**src/rtl/hgc_pkg.sv**
```systemverilog
package hgc_pkg;
  localparam int unsigned SEL_W   = 3;
  localparam int unsigned NUM_FIX = 4;
  localparam int unsigned CTRL_W  = SEL_W + 2;

  typedef enum logic [SEL_W-1:0] {
    SEL_FIX0 = 3'd0,
    SEL_FIX1 = 3'd1,
    SEL_FIX2 = 3'd2,
    SEL_FIX3 = 3'd3,
    SEL_AUX  = 3'd4,
    SEL_VERT = 3'd5,
    SEL_RSV6 = 3'd6,
    SEL_RSV7 = 3'd7
  } gate_sel_e;

  typedef struct packed {
    logic      gate_fall;
    logic      pulse_fall;
    gate_sel_e sel;
  } ch_ctrl_t;
endpackage

```
**src/rtl/hgc_rst_sync.sv**
```systemverilog
module hgc_rst_sync (
  input  logic clk_i,
  input  logic rst_ni,
  output logic rst_no
);
  logic [1:0] stage_q;

  always_ff @(posedge clk_i or negedge rst_ni) begin
    if (!rst_ni) stage_q <= 2'b00;
    else         stage_q <= {stage_q[0], 1'b1};
  end

  assign rst_no = stage_q[1];
endmodule

```
**src/rtl/hgc_edge_sync.sv**
```systemverilog
module hgc_edge_sync #(
  parameter int unsigned W = 3
) (
  input  logic         clk_i,
  input  logic         rst_ni,
  input  logic [W-1:0] async_i,
  output logic [W-1:0] rise_o,
  output logic [W-1:0] fall_o
);
  logic [W-1:0] meta_q, sync_q, prev_q;

  always_ff @(posedge clk_i or negedge rst_ni) begin
    if (!rst_ni) begin
      meta_q <= '0;
      sync_q <= '0;
      prev_q <= '0;
    end else begin
      meta_q <= async_i;
      sync_q <= meta_q;
      prev_q <= sync_q;
    end
  end

  assign rise_o = sync_q & ~prev_q;
  assign fall_o = ~sync_q & prev_q;
endmodule

```
**src/rtl/hgc_prescaler.sv**
```systemverilog
module hgc_prescaler #(
  parameter int unsigned BASE_TICKS = 12288,
  parameter int unsigned NUM_FIX    = 4
) (
  input  logic               clk_i,
  input  logic               rst_ni,
  input  logic               clr_i,
  output logic [NUM_FIX-1:0] gate_o
);
  localparam int unsigned BASE_W = (BASE_TICKS > 2) ? $clog2(BASE_TICKS) : 1;
  localparam int unsigned OCT_W  = (NUM_FIX > 1) ? NUM_FIX - 1 : 1;
  localparam logic [BASE_W-1:0] BASE_LAST = BASE_W'(BASE_TICKS - 1);

  logic [BASE_W-1:0] base_q, base_d;
  logic [OCT_W-1:0]  oct_q, oct_d;
  logic              base_tick;

  assign base_tick = (base_q == BASE_LAST);

  always_comb begin
    base_d = base_q;
    oct_d  = oct_q;
    if (clr_i) begin
      base_d = '0;
      oct_d  = '0;
    end else if (base_tick) begin
      base_d = '0;
      oct_d  = oct_q + OCT_W'(1);
    end else begin
      base_d = base_q + BASE_W'(1);
    end
  end

  always_ff @(posedge clk_i or negedge rst_ni) begin
    if (!rst_ni) begin
      base_q <= '0;
      oct_q  <= '0;
    end else begin
      base_q <= base_d;
      oct_q  <= oct_d;
    end
  end

  for (genvar k = 0; k < NUM_FIX; k++) begin : g_gate
    if (k == 0) begin : g_base
      assign gate_o[k] = base_tick;
    end else begin : g_oct
      localparam logic [OCT_W-1:0] MASK = OCT_W'((1 << k) - 1);
      assign gate_o[k] = base_tick && ((oct_q & MASK) == MASK);
    end
  end
endmodule

```
**src/rtl/hgc_channel.sv**
```systemverilog
module hgc_channel
  import hgc_pkg::*;
#(
  parameter int unsigned CNT_W = 10
) (
  input  logic               clk_i,
  input  logic               rst_ni,
  input  logic               clr_i,
  input  ch_ctrl_t           ctrl_i,
  input  logic [NUM_FIX-1:0] fix_gate_i,
  input  logic               pulse_rise_i,
  input  logic               pulse_fall_i,
  input  logic               aux_rise_i,
  input  logic               aux_fall_i,
  input  logic               vert_rise_i,
  input  logic               vert_fall_i,
  output logic [CNT_W-1:0]   cnt_o,
  output logic [CNT_W-1:0]   res_o,
  output logic               bnd_o
);
  localparam logic [CNT_W-1:0] CNT_MAX = '1;

  logic [CNT_W-1:0] cnt_q, cnt_d, res_q, res_d;
  logic             armed_q, armed_d;
  logic             pulse_ev, bnd, idle, res_en;

  assign pulse_ev = ctrl_i.pulse_fall ? pulse_fall_i : pulse_rise_i;

  always_comb begin
    bnd  = 1'b0;
    idle = 1'b0;
    unique case (ctrl_i.sel)
      SEL_FIX0, SEL_FIX1, SEL_FIX2, SEL_FIX3:
        bnd = fix_gate_i[ctrl_i.sel[1:0]];
      SEL_AUX:  bnd = ctrl_i.gate_fall ? aux_fall_i  : aux_rise_i;
      SEL_VERT: bnd = ctrl_i.gate_fall ? vert_fall_i : vert_rise_i;
      default:  idle = 1'b1;
    endcase
  end

  assign res_en = !clr_i && !idle && bnd && armed_q;

  always_comb begin
    cnt_d   = cnt_q;
    armed_d = armed_q;
    res_d   = res_q;
    if (clr_i || idle) begin
      cnt_d   = '0;
      armed_d = 1'b0;
    end else if (bnd) begin
      armed_d = 1'b1;
      cnt_d   = pulse_ev ? CNT_W'(1) : '0;
    end else if (armed_q && pulse_ev && (cnt_q != CNT_MAX)) begin
      cnt_d = cnt_q + CNT_W'(1);
    end
    if (res_en) res_d = cnt_q;
  end

  always_ff @(posedge clk_i or negedge rst_ni) begin
    if (!rst_ni) begin
      cnt_q   <= '0;
      armed_q <= 1'b0;
      res_q   <= '0;
    end else begin
      cnt_q   <= cnt_d;
      armed_q <= armed_d;
      res_q   <= res_d;
    end
  end

  assign cnt_o = cnt_q;
  assign res_o = res_q;
  assign bnd_o = bnd && !idle;
endmodule

```
**src/rtl/hsync_gate_counter.sv**
```systemverilog
module hsync_gate_counter
  import hgc_pkg::*;
#(
  parameter int unsigned BASE_TICKS = 12288,
  parameter int unsigned CNT_W      = 10,
  parameter int unsigned NCH        = 2
) (
  input  logic        clk_i,
  input  logic        rst_ni,
  input  logic        hsync_i,
  input  logic        vi_i,
  input  logic        vsync_i,
  input  logic [2:0]  reg_addr_i,
  input  logic        reg_wr_i,
  input  logic [7:0]  reg_wdata_i,
  output logic [15:0] reg_rdata_o
);
  localparam logic [2:0] ADDR_GLB  = 3'd0;
  localparam int unsigned ADDR_CTL = 1;
  localparam int unsigned ADDR_RES = 1 + NCH;

  logic rst_n;
  logic off_q, off_d;
  ch_ctrl_t [NCH-1:0] ctrl_q, ctrl_d;

  logic [2:0]                 rise, fall;
  logic [NUM_FIX-1:0]         fix_gate;
  logic [NCH-1:0]             ch_clr, ch_bnd;
  logic [NCH-1:0][CNT_W-1:0]  ch_cnt, ch_res;
  logic [NCH-1:0][SEL_W-1:0]  ch_sel;

  hgc_rst_sync u_rst (.clk_i(clk_i), .rst_ni(rst_ni), .rst_no(rst_n));

  hgc_edge_sync #(.W(3)) u_sync (
    .clk_i(clk_i), .rst_ni(rst_n),
    .async_i({vsync_i, vi_i, hsync_i}),
    .rise_o(rise), .fall_o(fall)
  );

  hgc_prescaler #(.BASE_TICKS(BASE_TICKS), .NUM_FIX(NUM_FIX)) u_pre (
    .clk_i(clk_i), .rst_ni(rst_n), .clr_i(off_q), .gate_o(fix_gate)
  );

  always_comb begin
    off_d  = off_q;
    ctrl_d = ctrl_q;
    if (reg_wr_i) begin
      if (reg_addr_i == ADDR_GLB) off_d = reg_wdata_i[0];
      for (int i = 0; i < NCH; i++) begin
        if (reg_addr_i == 3'(ADDR_CTL + i)) ctrl_d[i] = ch_ctrl_t'(reg_wdata_i[CTRL_W-1:0]);
      end
    end
  end

  always_ff @(posedge clk_i or negedge rst_n) begin
    if (!rst_n) begin
      off_q  <= 1'b0;
      ctrl_q <= '0;
    end else begin
      off_q  <= off_d;
      ctrl_q <= ctrl_d;
    end
  end

  for (genvar i = 0; i < NCH; i++) begin : g_ch
    assign ch_clr[i] = off_q || (reg_wr_i && (reg_addr_i == 3'(ADDR_CTL + i)));
    assign ch_sel[i] = ctrl_q[i].sel;

    hgc_channel #(.CNT_W(CNT_W)) u_ch (
      .clk_i(clk_i), .rst_ni(rst_n), .clr_i(ch_clr[i]), .ctrl_i(ctrl_q[i]),
      .fix_gate_i(fix_gate),
      .pulse_rise_i(rise[0]), .pulse_fall_i(fall[0]),
      .aux_rise_i(rise[1]),   .aux_fall_i(fall[1]),
      .vert_rise_i(rise[2]),  .vert_fall_i(fall[2]),
      .cnt_o(ch_cnt[i]), .res_o(ch_res[i]), .bnd_o(ch_bnd[i])
    );
  end

  always_comb begin
    reg_rdata_o = '0;
    if (reg_addr_i == ADDR_GLB) reg_rdata_o = {15'b0, off_q};
    for (int i = 0; i < NCH; i++) begin
      if (reg_addr_i == 3'(ADDR_CTL + i)) reg_rdata_o = 16'(ctrl_q[i]);
      if (reg_addr_i == 3'(ADDR_RES + i)) reg_rdata_o = 16'(ch_res[i]);
    end
  end
endmodule

```
**config.mk**
```make
export PLATFORM = sky130hd
export DESIGN_NAME = hsync_gate_counter
export DESIGN_NICKNAME = d
export VERILOG_FILES = /design/src/rtl/hgc_pkg.sv /design/src/rtl/hgc_rst_sync.sv /design/src/rtl/hgc_edge_sync.sv /design/src/rtl/hgc_prescaler.sv /design/src/rtl/hgc_channel.sv /design/src/rtl/hsync_gate_counter.sv
export SDC_FILE = /design/constraint.sdc
export NUM_CORES = 1
export LEC_CHECK = 0
export ABC_CLOCK_PERIOD_IN_PS = 3400
export BUFFER_PORTS_ARGS = -buffer_cell sky130_fd_sc_hd__buf_2
export CAP_MARGIN = 20
export CORE_ASPECT_RATIO = 0.75
export CORE_MARGIN = 5
export CORE_UTILIZATION = 40
export DETAILED_ROUTE_END_ITERATION = 6
export PLACE_DENSITY = 0.55
export SYNTH_ARGS = -nofsm -noshare
export SYNTH_HDL_FRONTEND = slang
export SYNTH_SLANG_ARGS = --single-unit
export TNS_END_PERCENT = 30
```
**constraint.sdc**
```tcl
create_clock -name clk_i -period 3.4 [get_ports clk_i]
set_input_delay 0.17 -clock clk_i [delete_from_list [all_inputs] [get_ports clk_i]]
set_output_delay 0.17 -clock clk_i [all_outputs]
set_load 0.005 [all_outputs]
```
==> key figures <==
Status
  – Status: complete, no violations

Timing
  – Pins Over Slew Limit: 0
  – Fmax: 0.4274 GHz
  – Final hold vios: 0
  – Setup TNS: 0 ns
  – Finish-stage setup viols: 0
  – Min Clock Period, post-route: about 2.3 ns
  – Hold Worst Slack: around 0.085 ns
  – Worst Tran Pin Value: 0.8739 ns
  – RSZ-0062 raised after global routing: no
  – Max-slew headroom: a little over two fifths
  – Clk_skew: between 0.006 and 0.007 ns
  – Final setup margin: 1.060 ns
  – Crit share post-route: around 69%

Route
  – Vias post-DR: between 2,000 and 3,000
  – Number of DRC markers in iteration 0: 114
  – DRT Wirelength: approximately 7.7 mm
  – WL per Instance: approximately 15 µm
  – Detail Route Antenna Nets: 0
  – First-pass DRT Iterations: 4
  – Residual DRC: 0
  – Number of vias per cell: ~5.1

Run
  – Max cap viols: 0

Critical path
  – Worst Path Required: ~3.6 ns
  – Register-to-Register Path Depth: 6
  – Critical setup path kind: reg -> reg
  – Reg-to-reg startpoint: u_pre.base_q[0]
  – CP cell instances: ha_1 > nand3_2 > nor4_4 > a22oi_4 > nor2_8 > mux2_2
  – Worst setup EP type: flop
  – Crit-path max FO: 10
  – R2r setup slk: between 1 and 1.5 ns
  – CP arrival: about 2.6 ns
  – Crit path launch: u_pre.base_q[0]
  – CP Launch Type: flop
  – Crit-path slowest cell: nor4_4
  – Critical R2R Capture: g_ch[0].u_ch.res_o[0]
  – Crit-path max cell delay: ~0.67 ns

Synth
  – Count of different cell masters after synthesis: between 40 and 50
  – Post-synth top area cell: dfrtp_1
  – Syn Inst Count: 346
  – Mean post-synth cell area: approximately 11 µm²
  – Post-synth top flop: dfrtp_1
  – Post-synthesis register bit count: between 80 and 90
  – Sequential area share after synthesis: 51.54%
  – Async SR Flop Fraction: 100.0%
  – YS warnings: 0
  – Mapped cell area: 0.003933 mm²
  – Yosys top cell area share: 51.54%
  – EDFF count, synth: 0
  – Synth top area cells: dfrtp_1 (52%), mux2_2 (9.4%), nor2_1 (4.1%)

Floorplanning
  – Core Region: 0.009619 mm²
  – Die H: ~96 µm
  – Die Area: ~0.012 mm²
  – Chip width: ~120 µm
  – # IOs: 33
  – Initial Util: between 40 and 50%
  – Site Rows: 31

Pwr
  – Clock power share: a little over two fifths
  – Share of power burned in registers: 47.6%
  – Sw Ratio: 26.07%
  – Pleak: roughly 0.0021 µW
  – Net Switching: approximately 610 µW
  – Internal Power: about 1700 µW
  – Combinational fraction of design power: about a tenth
  – Power Dens Cells: 515.8 mW/mm²
  – Peak supply drop: 0.3431 mV

Min path
  – Hold endpoint: ctrl_q[4]
  – HP Start: reg_wdata_i[4]
  – Hold depth: 2
  – Min-delay worst type: in -> reg

Finish
  – Fillers: slightly above 900
  – # diodes: 0
  – Layout Nets: between 400 and 500
  – Fraction of layout cells with a size suffix above 1: a little under a quarter
  – Area added between synthesis and finish: 15.49%
  – Commonest non-fill, non-tap cell in the layout: dfrtp_1
  – Most frequent cells in the layout: dfrtp_1 (80), nor2_1 (43), mux2_2 (33)

Clock tree
  – Setup Buffers After CTS: 0
  – TritonCTS clock tree: yes
  – Cts bufs inserted: 9
  – Clock Sinks: around 80
  – Clk slew on worst S/H paths: 0.06 ns
  – H-tree depth: 3
  – Clk root buf: clkbuf_16
  – Clk_lat worst skew: 0.34 ns
  – Deepest clock path buffer count: 2

Place
  – Post-detail-place hpwl: 5.414 mm
  – Routability cong.: 0.7624
  – Pre-CTS setup slack: roughly 1.1 ns
  – Buffers added on ports: 23

GRT
  – Number of global-route vias before repair: 2,556
  – Largest net degree at the start of global routing: 80
  – Initial antenna violation count: 0
  – First-pass GRT wire length: between 10 and 15 mm
  – Gr ovfl total: 0
  – Total GRT Usage: 13.93%
## critical path, delay by kind of cell, from the launching register on
kind | cells | cell delay, ns
compound gates | 1 | 0.18
fa+ha+maj | 1 | 0.22
flops | 1 | 0.39
mux | 1 | 0.36
simple gates | 3 | 1.08
## cell type report
cell class / count / area, µm² / area share [%]
clock inverters: 6 / 66.31 / 1.460
well taps: 132 / 165.2 / 3.636
inverters: 9 / 33.78 / 0.7438
flip-flops and latches: 81 / 2031 / 44.71
clock buffers: 10 / 239.0 / 5.262
repair buffers: 30 / 190.2 / 4.187
multi-input cells: 248 / 1817 / 40.00
## through the flow
stage | instance area (µm²) | power (µW) | util, % | std cells
2_1_floorplan | 3951 | 1301 | - | 351
3_3_place_gp | 4177 | 1371 | 43.42 | 495
3_5_place_dp | 4177 | 1378 | 43.42 | 495
4_1_cts | 4522 | 2380 | 47.01 | 515
5_1_grt | 4542 | 2455 | 47.22 | 516
6_report | 4542 | 2343 | 47.22 | 516
## sequential cells by signal (all words and copies together), names as in the netlist
name and cells:
g_ch.u_ch.cnt_o 20, g_ch.u_ch.res_o 20, u_pre.base_q 14, ch_sel 6
ctrl_q 4, u_pre.oct_q 3, u_sync.meta_q 3, u_sync.prev_q 3
u_sync.sync_q 3, g_ch.u_ch.armed_q 2, u_rst.stage_q 2, off_q 1
## worst max-delay path by stage
stage / slack (ns) / cells after the start / end
after floorplan: 0.98 / 0 / ch_sel[0]
after global placement: 1.07 / 6 / g_ch[1].u_ch.res_o[8]
after detailed placement: 1.05 / 6 / g_ch[1].u_ch.res_o[9]
after CTS: 1.02 / 6 / g_ch[0].u_ch.res_o[6]
after global routing: 0.91 / 6 / g_ch[0].u_ch.res_o[0]
final: 1.06 / 6 / g_ch[0].u_ch.res_o[0]
## cell usage after synthesis (all sizes together) (3+ instances only)
master   n
nor3     9
nor2b    9
mux4     3
nand4    6
nand2   20
buf      8
inv      9
clkbuf   5
nor4     7
o21ai   12
xnor2   17
dfrtp   81
nor4bb   4
a22oi    6
nand3    9
a21oi    5
or2      4
nor3b    3
xor2     6
a22o     5
mux2i    6
ha       5
nor2    45
a211oi   4
mux2    35
## power by group through the flow
stage	sequential, µW	combinational (µW)	clock [µW]
6_report	1120	247	981
5_1_grt	1130	277	1050
4_1_cts	1130	239	1010
3_5_place_dp	1140	235	0
3_3_place_gp	1140	232	0
2_1_floorplan	1100	197	0
## routing by layer
metal | vias to the layer above | part of all wire, % | track usage, %
li1 | 1290 | - | -
met1 | 1272 | 51 | 19.81
met2 | 35 | 45 | 20.68
met3 | 10 | 3.6 | 3.661
met4 | 0 | 1.0 | 4.927
met5 | - | 0 | 0
## cells by family (layout without fill, tap and decap cells)
family                     Yosys count  after routing  synth area share [%]
AOI/OAI and AO/OA                   43             43                 8.018
xor gates and xnor gates            23             23                 5.122
adders and majority gates            5              5                 1.591
buffers and inverters               22             55                 2.736
DFF                                 81             81                 51.54
muxes                               44             44                 13.27
other                                2              7                0.1910
and+or+nand+nor                    126            126                 17.53
## repair_timing
item,4_1_cts,5_1_grt
hold endpoints to repair,5,0
hold buffers,4,0
gates resized for setup,0,0
Power figures use the tool's default switching activity.
